## src/rtl/baud_tick_pkg.sv

```systemverilog
// Package: shared field positions and types for the bit-rate tick generator.
// Assumes a 32-bit configuration word with the divisor in the low bits.
package baud_tick_pkg;
    localparam int unsigned CFG_W   = 32;
    localparam int unsigned DIV_W   = 23;
    localparam int unsigned USE_BIT = DIV_W;      // programmed divisor in force
    localparam int unsigned SRC_BIT = DIV_W + 1;  // crystal reference selected

    typedef enum logic {
        SRC_FUNC = 1'b0,
        SRC_XTAL = 1'b1
    } baud_src_e;
endpackage

```

## src/rtl/baud_cfg_reg.sv

```systemverilog
// Holds the decoded rate configuration. A write with the use flag clear
// falls back to the default divisor on the functional clock.
// Assumes writes happen only while the transmitter is idle.
module baud_cfg_reg
    import baud_tick_pkg::*;
#(
    parameter int unsigned DEFAULT_DIV = 270
) (
    input  logic             clk,
    input  logic             rst_n,
    input  logic             wr,
    input  logic [CFG_W-1:0] wdata,
    output logic [DIV_W-1:0] div_q,
    output baud_src_e        src_q,
    output logic             valid_q
);
    localparam logic [DIV_W-1:0] DEF_DIV = DIV_W'(DEFAULT_DIV);

    logic unused_rsvd;
    assign unused_rsvd = ^wdata[CFG_W-1:SRC_BIT+1];

    // Decode and capture the configuration word on each write.
    always_ff @(posedge clk) begin
        if (!rst_n) begin
            div_q   <= DEF_DIV;
            src_q   <= SRC_FUNC;
            valid_q <= 1'b0;
        end else if (wr) begin
            valid_q <= wdata[USE_BIT];
            if (wdata[USE_BIT]) begin
                div_q <= wdata[DIV_W-1:0];
                src_q <= wdata[SRC_BIT] ? SRC_XTAL : SRC_FUNC;
            end else begin
                div_q <= DEF_DIV;
                src_q <= SRC_FUNC;
            end
        end
    end
endmodule

```

## src/rtl/baud_prescaler.sv

```systemverilog
// Fixed prescaler: divides the functional clock by FUNC_PRE, or the
// crystal strobes by XTAL_PRE. It emits a one-cycle step on the last count.
// Assumes xtal_en is already synchronous to clk.
module baud_prescaler
    import baud_tick_pkg::*;
#(
    parameter int unsigned FUNC_PRE = 4,
    parameter int unsigned XTAL_PRE = 3
) (
    input  logic      clk,
    input  logic      rst_n,
    input  logic      restart,
    input  baud_src_e src,
    input  logic      xtal_en,
    output logic      step
);
    localparam int unsigned MAXP = (FUNC_PRE > XTAL_PRE) ? FUNC_PRE : XTAL_PRE;
    localparam int unsigned PW   = (MAXP > 2) ? $clog2(MAXP) : 1;
    localparam logic [PW-1:0] F_LIM = PW'(FUNC_PRE - 1);
    localparam logic [PW-1:0] X_LIM = PW'(XTAL_PRE - 1);

    logic [PW-1:0] cnt;
    logic [PW-1:0] lim;
    logic          adv;

    // Pick the source strobe and terminal count for the active mode.
    always_comb begin
        adv  = (src == SRC_XTAL) ? xtal_en : 1'b1;
        lim  = (src == SRC_XTAL) ? X_LIM : F_LIM;
        step = adv && (cnt == lim);
    end

    // Count source strobes, wrapping at the terminal count.
    always_ff @(posedge clk) begin
        if (!rst_n || restart)
            cnt <= '0;
        else if (adv)
            cnt <= (cnt == lim) ? '0 : cnt + 1'b1;
    end
endmodule

```

## src/rtl/baud_div_counter.sv

```systemverilog
// Divisor counter: counts prescaler steps from 0 to div and raises a
// registered one-cycle tick on the step that completes the period.
module baud_div_counter
    import baud_tick_pkg::*;
(
    input  logic             clk,
    input  logic             rst_n,
    input  logic             restart,
    input  logic             step,
    input  logic [DIV_W-1:0] div,
    output logic             tick
);
    logic [DIV_W-1:0] cnt;

    // Advance on each step and pulse the tick at the terminal count.
    always_ff @(posedge clk) begin
        if (!rst_n || restart) begin
            cnt  <= '0;
            tick <= 1'b0;
        end else begin
            tick <= 1'b0;
            if (step) begin
                if (cnt == div) begin
                    cnt  <= '0;
                    tick <= 1'b1;
                end else begin
                    cnt <= cnt + 1'b1;
                end
            end
        end
    end
endmodule

```

## src/rtl/baud_tick_gen.sv

```systemverilog
// Top level: configuration register, dual-source prescaler and divisor
// counter. A configuration write restarts both counters.
// Assumes the crystal reference arrives as a strobe in the clk domain.
module baud_tick_gen
    import baud_tick_pkg::*;
#(
    parameter int unsigned FUNC_PRESCALE = 4,
    parameter int unsigned XTAL_PRESCALE = 3,
    parameter int unsigned DEFAULT_DIV   = 270
) (
    input  logic        clk,
    input  logic        rst_n,
    input  logic        cfg_wr,
    input  logic [31:0] cfg_wdata,
    input  logic        xtal_en,
    output logic        bit_tick,
    output logic        cfg_valid
);
    logic [DIV_W-1:0] div_q;
    baud_src_e        src_q;
    logic             pre_step;

    baud_cfg_reg #(.DEFAULT_DIV(DEFAULT_DIV)) u_cfg (
        .clk(clk), .rst_n(rst_n), .wr(cfg_wr), .wdata(cfg_wdata),
        .div_q(div_q), .src_q(src_q), .valid_q(cfg_valid)
    );

    baud_prescaler #(.FUNC_PRE(FUNC_PRESCALE), .XTAL_PRE(XTAL_PRESCALE)) u_pre (
        .clk(clk), .rst_n(rst_n), .restart(cfg_wr), .src(src_q),
        .xtal_en(xtal_en), .step(pre_step)
    );

    baud_div_counter u_div (
        .clk(clk), .rst_n(rst_n), .restart(cfg_wr), .step(pre_step),
        .div(div_q), .tick(bit_tick)
    );
endmodule

```

## config.mk

```make
export PLATFORM = sky130hd
export DESIGN_NAME = baud_tick_gen
export DESIGN_NICKNAME = d
export VERILOG_FILES = /design/src/rtl/baud_tick_pkg.sv /design/src/rtl/baud_cfg_reg.sv /design/src/rtl/baud_prescaler.sv /design/src/rtl/baud_div_counter.sv /design/src/rtl/baud_tick_gen.sv
export SDC_FILE = /design/constraint.sdc
export NUM_CORES = 1
export LEC_CHECK = 0
export ABC_AREA = 1
export BUFFER_PORTS_ARGS = -buffer_cell sky130_fd_sc_hd__buf_4
export CORE_MARGIN = 3
export CORE_UTILIZATION = 40
export DETAILED_ROUTE_END_ITERATION = 8
export PLACE_DENSITY = 0.72
export SLEW_MARGIN = 15
export SYNTH_ARGS = -nofsm -noshare
export SYNTH_HDL_FRONTEND = slang
export SYNTH_HIERARCHICAL = 1
export SYNTH_SLANG_ARGS = --single-unit
export TNS_END_PERCENT = 100
```

## constraint.sdc

```tcl
create_clock -name clk -period 1.7 [get_ports clk]
set_input_delay 0.085 -clock clk [delete_from_list [all_inputs] [get_ports clk]]
set_output_delay 0.085 -clock clk [all_outputs]
set_load 0.05 [all_outputs]
```

[Word level (Yosys, flattened, before mapping)]
Index checks and enable logic that the tools add are counted.
Widths: inputs -> output; s select.
Operators by class
  reductions and logical operators: 4
  add/subtract/negate cells: 2
  bitwise operators: 1
  multiplexer cells: 8
  eq/ne operators: 2
Operators by type and width (count)
  $mux 23: 2
  $add 23x1->23 const B: 1
  $eq 23x23->1: 1
  $mux 1: 5
  $add 2x1->2 const B: 1
  $eq 2x2->1: 1
  $mux 2: 1
  $reduce_or 2->1: 1
  $logic_and 1x1->1: 1
  $logic_not 1->1: 1
  $logic_or 1x1->1: 1
  $not 1->1: 1
Storage, ports and cells
  bits of input ports: 36
  flip-flop bits (word level): 51
  output and inout bits: 2
  word-level logic and storage cells: 23

[Depth between registers and ports, before layout]
  depth after elaboration: 5
  gate-level depth with buffers: 13
  depth with buffers taken out: 12

[Hierarchy]
Netlist, hierarchy kept.
By module, submodules not included
  baud_div_counter: times used 1, cells an instance 292, sequential area each 480.5 µm², area each 1709.1 µm²
  baud_cfg_reg: times used 1, cells an instance 120, sequential area each 500.5 µm², area each 1057.3 µm²
  baud_prescaler: times used 1, cells an instance 18, sequential area each 40.0 µm², area each 115.1 µm²

[Least setup slack after synthesis]
OpenSTA, ideal clock, no wires.
  path type: register -> register
  from: reg u_cfg.src_q
  to: reg u_div.cnt[16]
  data required time: 1584 ps
  path slack: 86 ps
  cell stages (with the launch flop): 14
  library setup time: 116 ps
  data arrival time: 1498 ps
  period minus slack after synthesis: 1614 ps
  cell sequence: dfxtp_1 > inv_1 > nand2_1 > nand3_2 > a21oi_1 > buf_4 > nand2_1 > nor2_1 > nand2_1 > nor2_1 > nand3_2 > nand2_4 > buf_12 > nor2_1
Between the ends
  word-level cells in the longest chain between the ends: 3
Ends and longest elaborated chain
  start, declared: line baud_cfg_reg.sv:14  | output baud_src_e src_q,
  start signal, assigned: line baud_cfg_reg.sv:32  | src_q <= wdata[SRC_BIT] ? SRC_XTAL : SRC_FUNC;
  $mux 1: line baud_prescaler.sv:29  | lim = (src == SRC_XTAL) ? X_LIM : F_LIM;
  $eq 2x2->1: line baud_prescaler.sv:30  | step = adv && (cnt == lim);
  $logic_and 1x1->1 (*): line baud_prescaler.sv:30
  net pre_step: line baud_tick_gen.sv:21  | logic pre_step;
  end signal, assigned: line baud_div_counter.sv:27  | cnt <= cnt + 1'b1;
  end, declared: line baud_div_counter.sv:13  | logic [DIV_W-1:0] cnt;
The timed path passes the listed nets; every way through them passes the cells marked *.
A chain may end at the register's enable or synchronous reset.

[Worst setup path after layout]
  from: reg u_cfg.src_q
  to: reg u_div.cnt[1]
The elaborated chain is that of the path after synthesis.

==> results.md <==
- Outcome: complete, no violations
- Syn Std Cell Area: 0.00288 mm2
- FF/Latch Area: 0.00103 mm2
- Clk_lat worst skew: 310 ps
- RSZ-0062 raised after global routing: yes
- Sw frac: 0.235
- Final GP Congestion: 0.928
- Antenna violations before repair: 0
- Vias per cell: 4.75
- Combinational share of power: 0.099
- Int Pwr: 0.00192 W
- Number of unique standard cell types used by synthesis: 30
- Post-DP HPWL: 4.77 mm
- Power Total: 0.00251 W
- EDFF count, synth: 0
- Maximum vdd ir drop: 0.410 mV
- Crit. End Element: register
- Fin Setup TNS: 0 ps
- TritonCTS Buffers: 5
- Antenna viol nets, final: 0
- Ant. Diodes: 0
- Met3 wire len: 290 um
- CTS sink count: 51
- Area growth from synthesis to layout: 20.8%
- Io pins: 38
- First-pass GRT wire length: 11.1 mm
- Vias: 2698
- Final setup fails: 0
- CTS tree: built
- GR Overflow Total: 0
- Root Driver: clkbuf_8
- Worst-path maximum fanout: 8
- Leak: 1.47 nW
- CP startpoint kind: register
- M1 wire length: 3.07 mm
- Asr flop ratio synth: 0
- Clock slew seen by the registers of the worst setup and hold paths: 90 ps
- Final min period: 1660 ps
- Peak Freq: 602 MHz
- Fin. Hold Viols: 0
- Die Footprint: 0.00826 mm2
- Starting DRC count in detailed routing: 212
- Final worst-path cycle share: 0.978
- #FFs+latches synth: 51
- Seq pwr share: 0.496
- Met2 wire length: 3.06 mm
- Most frequent cells in the layout: nand2_1 (130), inv_1 (52), dfxtp_1 (48), buf_4 (44), nor2_1 (43)
- Die height: 90.9 um
- Starting density of the core: 0.417
- Nets: 508
- Final Non-Filler Cells: 568
- H-tree depth: 2
- Final routed DRC violation total: 0
- Commonest non-fill, non-tap cell in the layout: nand2_1
- P per Cell Area: 722 mW/mm2
- Synth Instances: 430
- TritonRoute pass-1 iters: 4
- Utilization after layout: 0.504
- Top Metal Used: met4
- # fillers: 709
- Port buffer count: 30
- Worst Path Class, Setup: register to register
- Final Slew Violations: 0
- Gr usage total: 0.163
- Cells after DPL: 556
- Multi-input logic area: 0.00157 mm2
- Tightest Pin Transition: 327 ps
- WP data arrival: 1870 ps
- Core area: 0.00691 mm2
- Clock Power Share: 0.405
- Max_cap viols: 0
- Cell Rows: 30
- Largest net degree at the start of global routing: 30
- DR WL/cell: 11.7 um
- Drt total wl: 6.63 mm
- DIE WIDTH: 90.9 um
- Switch Pwr: 0.000590 W
- R2r setup slk: 40 ps
- Fin Hold WS: 12.7 ps
- Deepest clock path buffer count: 2
- Fraction of layout instances using a drive strength above 1: 0.258
- Syn Nets: 467
- Critical path required time: 1910 ps
- Synth Flop Type: dfxtp_1
- Post-route clock skew: 10.2 ps
- Synth Area per Inst: 6.70 um2
- Min-Delay Path Class: input port to register
- Slew HR: 0.782
- Ys Warns: 6
- Vias in the first global route: 2478
- Register area share after synthesis: 0.354
-- per-stage QoR --
step	setup slack [ps]	area [um2]
floorplan	86.3	2880
global placement	-41.7	3200
detailed placement	-95.7	3200
CTS	2.34	3350
global route	-46.4	3480
finish	38.1	3480
-- flip-flops by register name, summed over array words and instances (netlist names) --
name / flops
u_cfg/div_q: 23
u_div/cnt: 23
u_pre/cnt: 2
u_cfg/src_q: 1
u_cfg/valid_q: 1
u_div/tick: 1
-- per-layer routing --
layer  global-route usage  up-vias
met3               0.0300       18
met4               0.0817        0
met2                0.258       70
met5                    0        -
li1                     -     1399
met1                0.211     1211
-- synth_stat cells (2+ instances only) --
library cell,count,area share
nand3_2,2,0.0069
inv_2,4,0.0052
xor2_1,14,0.043
buf_2,2,0.0035
inv_1,53,0.069
nand2_1,135,0.18
o21ai_0,4,0.0069
nor2_1,47,0.061
a21oi_1,13,0.023
nand3_1,35,0.061
nor3_1,10,0.017
nand2_4,3,0.012
nor2_2,13,0.028
nand4_1,3,0.0065
buf_6,4,0.016
buf_12,2,0.014
nand2_2,10,0.022
dfxtp_1,51,0.35
buf_4,5,0.013
a21oi_2,10,0.030
-- power by group through the flow --
stage	Sequential, W	Clock, W	Combinational (W)
after global placement	0.00127	0	0.000227
after floorplan	0.00127	0	0.000164
after detailed placement	0.00127	0	0.000231
after CTS	0.00125	0.00104	0.000235
final	0.00125	0.00102	0.000249
after global routing	0.00125	0.00109	0.000277
-- timing repair --
item	4_1_cts	5_1_grt
gates resized for setup	4	26
setup buffers	1	2
hold buffers	0	0
cloned	0	1
hold endpoints to repair	0	0
pin swaps	1	8
endpoints found under the setup margin	24	24
-- final cells by class --
class                      instances  area share
tap                               96      0.0345
sequential                        51       0.295
timing repair buffer              48       0.114
multi-input combinational        306       0.450
clock inverter                     3      0.0194
inverter                          59      0.0665
clock buffer                       5      0.0198
-- cell families (layout without fill, tap and decap cells) --
family	after synthesis	after routing	synth area share
buf+inv	73	115	0.132
xor+xnor	15	15	0.0456
fa+ha+maj	1	1	0.00434
compound gates	28	28	0.0617
simple gates	262	262	0.403
flops	51	51	0.354
-- critical path, cell delays in order, from the launching register on --
cell       delay (ps)
dfxtp_4           390
inv_2              40
nand2_2            50
nand3_2            70
a21oi_2           120
buf_6             130
nand2_4            50
nor2_4            100
nand2_2            70
nor2_2             90
nand3_2           110
nand2_4           130
clkbuf_16         170
nor2_2             30
-- path summary, 6_finish.rpt --
check        cells after the start           from             end
max                             13    u_cfg/src_q    u_div/cnt[1]
min                              2          rst_n  u_cfg/div_q[3]
max reg2reg                     13    u_cfg/src_q    u_div/cnt[1]
min reg2reg                      2  u_cfg/valid_q   u_cfg/valid_q
Note: power is estimated with default switching activity, not from simulation.
